--- src/rtl/pwm6_pkg.sv ---
package pwm6_pkg;
    localparam int ADDR_W      = 4;
    localparam int ADDR_PERIOD = 0;
    localparam int ADDR_MODE   = 1;
    localparam int ADDR_DUTY0  = 2;
    localparam int ADDR_PHASE0 = 8;

    typedef enum logic {
        CNT_EDGE   = 1'b0,
        CNT_CENTER = 1'b1
    } cnt_mode_e;
endpackage

--- src/rtl/pwm6_regs.sv ---
module pwm6_regs
    import pwm6_pkg::*;
#(
    parameter int          NCH     = 6,
    parameter int          CW      = 15,
    parameter logic [14:0] PER_RST = 15'd100
) (
    input  logic                    clk,
    input  logic                    rst_n,
    input  logic                    wr_en,
    input  logic [ADDR_W-1:0]       wr_addr,
    input  logic [CW-1:0]           wr_data,
    input  logic                    load,
    output logic [CW-1:0]           per_o,
    output cnt_mode_e               mode_o,
    output logic [NCH-1:0][CW-1:0]  duty_o,
    output logic [NCH-1:0][CW-1:0]  phase_o
);
    typedef struct packed {
        logic [CW-1:0]          sh_per;
        logic [CW-1:0]          act_per;
        cnt_mode_e              sh_mode;
        cnt_mode_e              act_mode;
        logic [NCH-1:0][CW-1:0] sh_duty;
        logic [NCH-1:0][CW-1:0] act_duty;
        logic [NCH-1:0][CW-1:0] sh_ph;
        logic [NCH-1:0][CW-1:0] act_ph;
    } regs_t;

    regs_t regs_d, regs_q;

    always_comb begin
        regs_d = regs_q;
        if (load) begin
            regs_d.act_per  = regs_q.sh_per;
            regs_d.act_mode = regs_q.sh_mode;
            regs_d.act_duty = regs_q.sh_duty;
            regs_d.act_ph   = regs_q.sh_ph;
        end
        if (wr_en) begin
            if (wr_addr == ADDR_W'(ADDR_PERIOD)) regs_d.sh_per = wr_data;
            if (wr_addr == ADDR_W'(ADDR_MODE))   regs_d.sh_mode = cnt_mode_e'(wr_data[0]);
            for (int i = 0; i < NCH; i++) begin
                if (wr_addr == ADDR_W'(ADDR_DUTY0 + i))  regs_d.sh_duty[i] = wr_data;
                if (wr_addr == ADDR_W'(ADDR_PHASE0 + i)) regs_d.sh_ph[i]   = wr_data;
            end
        end
    end

    always_ff @(posedge clk) begin
        if (!rst_n) begin
            regs_q          <= '0;
            regs_q.sh_per   <= CW'(PER_RST);
            regs_q.act_per  <= CW'(PER_RST);
            regs_q.sh_mode  <= CNT_EDGE;
            regs_q.act_mode <= CNT_EDGE;
        end else begin
            regs_q <= regs_d;
        end
    end

    assign per_o   = regs_q.act_per;
    assign mode_o  = regs_q.act_mode;
    assign duty_o  = regs_q.act_duty;
    assign phase_o = regs_q.act_ph;

    // the active set only moves on a cycle-start load
    p_active_only_on_load_r6: assert property (@(posedge clk) disable iff (!rst_n)
        (regs_q.act_per != $past(regs_q.act_per) || regs_q.act_duty != $past(regs_q.act_duty))
        |-> $past(load));
endmodule

--- src/rtl/pwm6_counter.sv ---
module pwm6_counter
    import pwm6_pkg::*;
#(
    parameter int CW = 15
) (
    input  logic          clk,
    input  logic          rst_n,
    input  logic [CW-1:0] per,
    input  cnt_mode_e     mode,
    output logic [CW-1:0] cnt_o,
    output logic          down_o,
    output logic          boundary_o,
    output logic          reload_o
);
    typedef struct packed {
        logic [CW-1:0] cnt;
        logic          down;
        logic          reload;
    } cnt_t;

    cnt_t cnt_d, cnt_q;
    logic bnd;

    always_comb begin
        cnt_d        = cnt_q;
        cnt_d.reload = 1'b0;
        bnd          = 1'b0;
        if (mode == CNT_EDGE) begin
            if (cnt_q.cnt >= per) bnd = 1'b1;
            else                  cnt_d.cnt = cnt_q.cnt + 1'b1;
        end else if (!cnt_q.down) begin
            if (cnt_q.cnt >= per) begin
                if (per <= CW'(1)) bnd = 1'b1;
                else begin
                    cnt_d.down = 1'b1;
                    cnt_d.cnt  = per - 1'b1;
                end
            end else begin
                cnt_d.cnt = cnt_q.cnt + 1'b1;
            end
        end else begin
            if (cnt_q.cnt <= CW'(1)) bnd = 1'b1;
            else                     cnt_d.cnt = cnt_q.cnt - 1'b1;
        end
        if (bnd) begin
            cnt_d.cnt    = '0;
            cnt_d.down   = 1'b0;
            cnt_d.reload = 1'b1;
        end
    end

    always_ff @(posedge clk) begin
        if (!rst_n) cnt_q <= '0;
        else        cnt_q <= cnt_d;
    end

    assign cnt_o      = cnt_q.cnt;
    assign down_o     = cnt_q.down;
    assign boundary_o = bnd;
    assign reload_o   = cnt_q.reload;

    // a reload clock is always the zero point of a fresh upward cycle
    p_reload_at_zero_r7: assert property (@(posedge clk) disable iff (!rst_n)
        cnt_q.reload |-> (cnt_q.cnt == '0 && !cnt_q.down));
    // the count never leaves the active period
    p_cnt_in_range_r2: assert property (@(posedge clk) disable iff (!rst_n)
        cnt_q.cnt <= per);
    // counting down only happens in center-aligned mode
    p_down_only_center_r3: assert property (@(posedge clk) disable iff (!rst_n)
        cnt_q.down |-> (mode == CNT_CENTER && cnt_q.cnt < per));
endmodule

--- src/rtl/pwm6_chan.sv ---
module pwm6_chan
    import pwm6_pkg::*;
#(
    parameter int CW = 15
) (
    input  logic [CW-1:0] per,
    input  cnt_mode_e     mode,
    input  logic [CW-1:0] cnt,
    input  logic          down,
    input  logic [CW-1:0] duty,
    input  logic [CW-1:0] phase,
    output logic          out
);
    localparam int W2 = CW + 2;

    logic [W2-1:0] p2, len, pos, shifted, fold;

    always_comb begin
        p2  = W2'(per);
        if (per == '0)               len = W2'(1);
        else if (mode == CNT_CENTER) len = p2 << 1;
        else                         len = p2 + W2'(1);
        pos     = down ? (p2 << 1) - W2'(cnt) : W2'(cnt);
        shifted = pos + W2'(phase);
        if (shifted >= len) shifted = shifted - len;
        fold = (mode == CNT_CENTER && shifted > p2) ? (p2 << 1) - shifted : shifted;
        if (duty == '0)           out = 1'b0;
        else if (duty >= per)     out = 1'b1;
        else                      out = (fold < W2'(duty));
    end
endmodule

--- src/rtl/pwm6_gen.sv ---
module pwm6_gen
    import pwm6_pkg::*;
#(
    parameter int          NCH     = 6,
    parameter int          CW      = 15,
    parameter logic [14:0] PER_RST = 15'd100
) (
    input  logic           clk,
    input  logic           rst_n,
    input  logic           wr_en,
    input  logic [3:0]     wr_addr,
    input  logic [CW-1:0]  wr_data,
    output logic [NCH-1:0] pwm_out,
    output logic           reload_pulse
);
    logic [CW-1:0]          per;
    cnt_mode_e              mode;
    logic [NCH-1:0][CW-1:0] duty, phase;
    logic [CW-1:0]          cnt;
    logic                   down, boundary;

    pwm6_regs #(.NCH(NCH), .CW(CW), .PER_RST(PER_RST)) u_regs (
        .clk(clk), .rst_n(rst_n), .wr_en(wr_en), .wr_addr(wr_addr),
        .wr_data(wr_data), .load(boundary), .per_o(per), .mode_o(mode),
        .duty_o(duty), .phase_o(phase)
    );

    pwm6_counter #(.CW(CW)) u_cnt (
        .clk(clk), .rst_n(rst_n), .per(per), .mode(mode), .cnt_o(cnt),
        .down_o(down), .boundary_o(boundary), .reload_o(reload_pulse)
    );

    for (genvar g = 0; g < NCH; g++) begin : g_ch
        pwm6_chan #(.CW(CW)) u_ch (
            .per(per), .mode(mode), .cnt(cnt), .down(down),
            .duty(duty[g]), .phase(phase[g]), .out(pwm_out[g])
        );

        // zero duty never lets the pin rise
        p_zero_duty_low_r5: assert property (@(posedge clk) disable iff (!rst_n)
            (duty[g] == '0) |-> !pwm_out[g]);
        // full duty keeps the pin high for the whole cycle
        p_full_duty_high_r5: assert property (@(posedge clk) disable iff (!rst_n)
            (duty[g] != '0 && duty[g] >= per) |-> pwm_out[g]);
    end
endmodule

--- config.mk ---
export PLATFORM = sky130hd
export DESIGN_NAME = pwm6_gen
export DESIGN_NICKNAME = d
export VERILOG_FILES = /design/src/rtl/pwm6_pkg.sv /design/src/rtl/pwm6_regs.sv /design/src/rtl/pwm6_counter.sv /design/src/rtl/pwm6_chan.sv /design/src/rtl/pwm6_gen.sv
export SDC_FILE = /design/constraint.sdc
export NUM_CORES = 2
export LEC_CHECK = 0
export BUFFER_PORTS_ARGS = -buffer_cell sky130_fd_sc_hd__clkbuf_2
export CAP_MARGIN = 20
export CORE_MARGIN = 3
export CORE_UTILIZATION = 58
export DETAILED_ROUTE_END_ITERATION = 12
export PLACE_DENSITY = 0.75
export SYNTH_ARGS = -nofsm -noshare
export SYNTH_HDL_FRONTEND = slang
export SYNTH_SLANG_ARGS = --single-unit
--- constraint.sdc ---
create_clock -name clk -period 13.19 [get_ports clk]
set_input_delay 1.319 -clock clk [delete_from_list [all_inputs] [get_ports clk]]
set_output_delay 1.319 -clock clk [all_outputs]
set_load 0.01 [all_outputs]
# Word level (Yosys, flattened, before mapping)
# Cells that the tools add are included.
# totals
ff_bits,409
latch_bits,0
ramBits,0
romBits,0
in_bits,22
out_inout_bits,7
word_cells,170
mem_count,0
# classes
addsub,23
mul,0
div_mod_pow,0
n_lt_le_gt_ge,27
n_eq_ne,16
shift,0
muxes,42
bitwise_logic,1
reduce_logical,30
# op_table
op,n
2-to-1 mux 17 bit,15
greater-or-equal comparator 15 bit,7
logical NOT 15 bit,7
adder 17 x 15 -> 17 bit,6
greater-or-equal comparator 17 bit,6
> comparator 17 x 15 -> 1 bit,6
less-than comparator 17 x 15 -> 1 bit,6
subtractor 16 x 17 -> 17 bit,6
subtractor 17 bit,6
2-to-1 mux 15 bit,5
"less-or-equal comparator 15 x 1 -> 1 bit, second input constant",2
"subtractor 15 x 1 -> 15 bit, second input constant",2
AND reduction 2 bit,14
"equality test 4 bit, second input constant",6
2-to-1 mux 1 bit,21
subtractor 16 x 15 -> 17 bit,1
"adder 15 x 1 -> 16 bit, second input constant",1
"equality test 4 x 3 -> 1 bit, second input constant",4
2-to-1 mux 16 bit,1
"adder 15 x 1 -> 15 bit, second input constant",1
"equality test 4 x 2 -> 1 bit, second input constant",2
logical AND 1 bit,6
"equality test 4 x 1 -> 1 bit, second input constant",1
logical NOT 4 bit,1
6 further kinds,6

# Longest topological paths before layout
# depth
word_depth,11
ltp_mapped,61
mapped_depth_nobuf,55

# Cells and area by module
# From an unflattened synthesis, not the netlist that was laid out.
# hier_totals
hier_cells,6157
hier_area_um2,48196.2
# by_module_without_submodules
mod,n_inst,cells_each,area_per_inst_um2,seq_area_each_um2
pwm6_regs,1,1513,15842.7,7847.5
pwm6_chan at g_ch[3].u_ch,1,728,5098.6,0.0
pwm6_chan at g_ch[4].u_ch,1,735,5086.1,0.0
pwm6_chan at g_ch[2].u_ch,1,727,5083.6,0.0
pwm6_chan at g_ch[1].u_ch,1,741,5026.1,0.0
pwm6_chan at g_ch[5].u_ch,1,712,5009.8,0.0
pwm6_chan at g_ch[0].u_ch,1,712,4939.7,0.0
pwm6_counter,1,289,2109.5,340.3

# Least setup slack after synthesis
# Ideal clock, no wire load.
# synth_timing
kind,register to output
from,register u_regs.regs_q[362] (netlist: u_regs.per_o[0])
to,output port pwm_out[0]
t_arrival_ns,10.335
required_time_ns,11.871
path_slack_ns,1.536
path_stages_with_launch,58
path_buffers,4
path_cell_list,dfxtp_1 clkbuf_1 inv_1 fa_1 nand2b_1 a21oi_1 o21ai_0 nand2b_1 a21o_1 a21o_1 a21o_1 a21oi_1 xnor2_1 nand2_1 o21ai_0 ha_1 a21oi_1 nor2b_1 [22 not listed] a41oi_1 buf_2 mux2i_1 ha_1 a21o_1 a21o_1 a21o_1 a21oi_1 nor2b_1 o21ai_0 nand2b_1 a21oi_1 o21ai_0 o2111a_1 o31ai_1 a41oi_1 a311oi_1 buf_4
# synth_via
elab_chain_cells,11
word_cells_on_any_way,18
cone_classes,5 x add/sub; 4 x order compare; 7 x mux; 2 x reduce/logical
# synth_rtl
element,line,rtl
from (decl),pwm6_regs.sv:30,"regs_t regs_d, regs_q;"
from (signal assigned),pwm6_regs.sv:58,regs_q <= regs_d;
subtractor 16 x 15 -> 17 bit or adder 15 x 1 -> 16 bit (tied branches),"pwm6_chan.sv:23, pwm6_chan.sv:22",
2-to-1 mux 17 bit (on tied branches),"pwm6_chan.sv:23, pwm6_chan.sv:21",
adder 17 x 15 -> 17 bit or 2-to-1 mux 17 bit (tied branches),"pwm6_chan.sv:24, pwm6_chan.sv:20",
subtractor 17 bit or greater-or-equal comparator 17 bit (tied branches),pwm6_chan.sv:25,if (shifted >= len) shifted = shifted - len;
2-to-1 mux 17 bit,pwm6_chan.sv:25,
> comparator 17 x 15 -> 1 bit,pwm6_chan.sv:26,fold = (mode == CNT_CENTER && shifted > p2) ? (p2 << 1) - shifted : shifted;
logical AND 1 bit,pwm6_chan.sv:26,
2-to-1 mux 17 bit,pwm6_chan.sv:26,
less-than comparator 17 x 15 -> 1 bit,pwm6_chan.sv:29,else out = (fold < W2'(duty));
2-to-1 mux 1 bit *,pwm6_chan.sv:28,else if (duty >= per) out = 1'b1;
2-to-1 mux 1 bit *,pwm6_chan.sv:27,if (duty == '0) out = 1'b0;
to (decl),pwm6_gen.sv:13,"output logic [NCH-1:0] pwm_out,"
# Every way passes the cells marked *; elsewhere a longest branch is shown, timed or not.

# Worst setup path in the final report
# layout_timing
from,"register u_cnt.cnt_q, in the netlist u_cnt.cnt_o[3]"
to,output port pwm_out[1]
# layout_via
elab_chain_cells,11
word_cells_on_any_way,13
cone_classes,4 x add/sub; 3 x order compare; 5 x mux; 1 x reduce/logical
# layout_rtl
element,line,rtl
from (decl),pwm6_counter.sv:21,"cnt_t cnt_d, cnt_q;"
from (signal assigned),pwm6_counter.sv:54,else cnt_q <= cnt_d;
subtractor 16 x 15 -> 17 bit,pwm6_chan.sv:23,pos = down ? (p2 << 1) - W2'(cnt) : W2'(cnt);
2-to-1 mux 17 bit *,pwm6_chan.sv:23,
adder 17 x 15 -> 17 bit *,pwm6_chan.sv:24,shifted = pos + W2'(phase);
subtractor 17 bit or greater-or-equal comparator 17 bit (tied branches),pwm6_chan.sv:25,
2-to-1 mux 17 bit *,pwm6_chan.sv:25,
> comparator 17 x 15 -> 1 bit,pwm6_chan.sv:26,
logical AND 1 bit,pwm6_chan.sv:26,
2-to-1 mux 17 bit *,pwm6_chan.sv:26,
less-than comparator 17 x 15 -> 1 bit *,pwm6_chan.sv:29,
2-to-1 mux 1 bit *,pwm6_chan.sv:28,
2-to-1 mux 1 bit *,pwm6_chan.sv:27,
# Marks and branches as above.

==> metrics.md <==
| Metric | Value |
|---|---|
| GP Congestion | 0.989 |
| Clock-pin slew on the worst setup and hold paths | 0.06 ns |
| Fin util | 0.638 |
| Fin. Hold Viols | 0 |
| HP Class | reg2reg |
| Most used cell, CP | o21ai_0 |
| Initial antenna violation count | 4 |
| Final WS setup | 0.687 ns |
| Antenna Violating Nets Remaining | 0 |
| Power Dens Cells | 64.8 nW/um2 |
| Number of I/O port buffers | 28 |
| Yosys warnings | 0 |
| Post-Synth Adder-Cell Area | 0.196 |
| Die footprint | 71100 um2 |
| Minimum clock period | 12.50 ns |
| Crit start category | register |
| Sequential fraction of design power | 0.454 |
| Synth Area in Simple Gates | 0.200 |
| Slew @ Worst Pin | 1.35 ns |
| Post-DP HPWL | 93.0 mm |
| Maximum fanout along the worst path | 15 |
| Unique masters post-synth | 91 |
| Final WL | 135 mm |
| Via count | 37200 |
| R2R cell count | 18 |
| GRT overflow | 0 |
| DR WL/cell | 22.8 um |
| Psw | 0.000689 W |
| Clk sinks | 409 |
| Seq cells post-synth | 409 |
| Synth Flop Type | dfxtp_1 |
| Status | completed |
| Initial Util | 0.592 |
| Seq/Total Area, Yosys | 0.208 |
| Yosys top cell area share | 0.208 |
| Clock buffer depth | 3 |
| Syn avg cell area | 7.88 um2 |
| Most common cell after layout, fill and taps aside | nand2_1 |
| Row count | 94 |
| H-tree depth | 2 |
| Syn Inst Count | 5000 |
| Slew Viols, Final | 0 |
| First-pass detailed-route iteration total | 6 |
| Complex-gate fraction of the synthesized area | 0.219 |
| Critical Path End Type | output pin |
| WS Path Type | reg2out |
| CTS buffer count | 46 |
| Setup WS pre-CTS | 0.727 ns |
| DRT iter0 DRCs | 3867 |
| Lkg Pwr | 19.7 nW |
| Fin crit share | 0.948 |
| Total GRT Usage | 0.368 |
| Max-cap violations | 0 |
| Root Buffer | clkbuf_16 |
| Io pins | 29 |
| EDFF count, synth | 0 |
| Worst-Skew Late Latency | 0.63 ns |
| Sw Share | 0.251 |
| CTS tree | yes |
| CP max-delay cell | or3b_2 |
| Mapped Area | 39400 um2 |
| Leading area contributor after synthesis | dfxtp_1 |
| Cell Area, Placed | 40700 um2 |
| Mux share of post-synthesis cell area | 0.0693 |
| Design Power | 0.00275 W |
| Area Overhead vs Synth | 7.73% |
| Max incr delay on CP | 0.56 ns |
| Fmax | 80.0 MHz |
| Hold buffer count at cts | 0 |
| Comb pwr share | 0.064 |
| Share of post-route cells with drive strength above 1 | 0.0617 |
| Critical path arrival | 11.18 ns |
| Final setup viols | 0 |
| Hold Path Depth | 2 |
| Largest net degree at the start of global routing | 266 |
| DRC Markers | 0 |
| Commonest non-fill, non-tap cells in the layout | 624 x nand2_1, 588 x ha_1, 402 x dfxtp_1 |
| Vias in the first global route | 34000 |
| Die width | 267 um |
| Final Cell Area | 42500 um2 |
| Critical Path RT | 11.87 ns |
| Clock power share | 0.483 |
| Largest family of logic cells by synthesized area | compound AO/OA/AOI/OAI gates |
| First-pass GRT wire length | 201 mm |
| Fin Hold WS | 0.465 ns |
| Die Span Y | 267 um |
| Layout Nets | 5620 |
| Slew margin rel. | 0.0956 |
| Core box area | 66600 um2 |
| Synth top area cells | dfxtp_1 21%, ha_1 19%, mux2i_1 6.3%, nand2_1 6.0%, nor2b_1 4.7% |
| Worst VDD drop | 0.129 mV |
| Xor and xnor fraction of the mapped netlist area | 0.0584 |
| Internal | 0.00206 W |
| Worst Clk Skew | 0.0359 ns |
| Mapped Nets | 5629 |
| Via density | 6.30 |
| Post-synth ARST share | 0 |
## kinds of logic after synthesis
kind of cell	count (synthesis)
AOI/OAI and AO/OA	1323
xor gates and xnor gates	262
adders and majority gates	607
buffers and inverters	502
DFF	409
muxes	270
and+or+nand+nor	1627
## metal layers
metal | global-route usage | wire length [um]
met1 | 0.501 | 57000
met2 | 0.554 | 55500
met3 | 0.0685 | 13800
met4 | 0.194 | 8310
met5 | 0 | 27
## final cells by class
class | count | area (um2)
Tap cell | 864 | 1080
Timing Repair Buffer | 129 | 952
Clock buffer | 66 | 1350
Antenna cell | 5 | 12.5
Multi-Input combinational cell | 4090 | 29500
Fill cell | 5931 | 24100
Sequential cell | 409 | 8200
Inverter | 315 | 1180
Clock inverter | 18 | 186
## synth_stat cells, types with 75 or more instances
cell / number
a21oi_1: 352
nand3_1: 81
nor3_1: 75
ha_1: 588
inv_1: 312
a21boi_0: 191
nor2_1: 255
nand2_1: 625
o21ai_0: 241
mux2i_1: 247
nor2b_1: 294
clkbuf_1: 150
xnor2_1: 196
a21o_1: 150
dfxtp_1: 409
## stage by stage
step                cells  setup TNS [ns]
floorplan            5000               0
global placement     5797               0
detailed placement   5799               0
CTS                  5883               0
global route         5891         -0.0127
finish               5896               0
## flip-flops by register name, summed over array words and instances, names as in the netlist
signal / cells
u_regs.regs_q: 196
u_regs.duty_o: 90
u_regs.phase_o: 90
u_cnt.cnt_o: 15
u_regs.per_o: 15
u_cnt.down_o: 1
u_cnt.reload_o: 1
u_regs.mode_o: 1
## path summary, 6_finish.rpt
| path | from | endpoint | slack [ns] |
|---|---|---|---|
| worst max-delay path | u_cnt.cnt_o[3] | pwm_out[1] | 0.69 |
| worst min-delay path | u_regs.regs_q[272] | u_regs.regs_q[272] | 0.46 |
| worst max register to register | u_regs.per_o[2] | u_regs.duty_o[40] | 7.58 |
| worst min register to register | u_regs.regs_q[272] | u_regs.regs_q[272] | 0.46 |
## power by group through the flow
stage | logic (W) | clock network, W | registers (W)
after global placement | 0.000165 | 0 | 0.00127
after CTS | 0.000169 | 0.00134 | 0.00125
after global routing | 0.000186 | 0.00138 | 0.00125
after detailed placement | 0.000168 | 0 | 0.00128
final | 0.000175 | 0.00133 | 0.00125
after floorplan | 0.000110 | 0 | 0.00127
## critical path: cells and delay by family, from the launching register on
family          cells  cell delay, ns
xor+xnor            1            0.14
buf+inv             5            1.09
mux                 1            0.35
compound gates     27            4.88
fa+ha+maj           5            1.49
simple gates       12            2.15
flops               1            0.46
## what timing repair did
item	in CTS	in global routing
resized for setup	0	49
buffers inserted	0	4
endpoints found under the setup margin	0	6
endpoints found under the hold margin	0	0
Power figures use the tool's default switching activity.
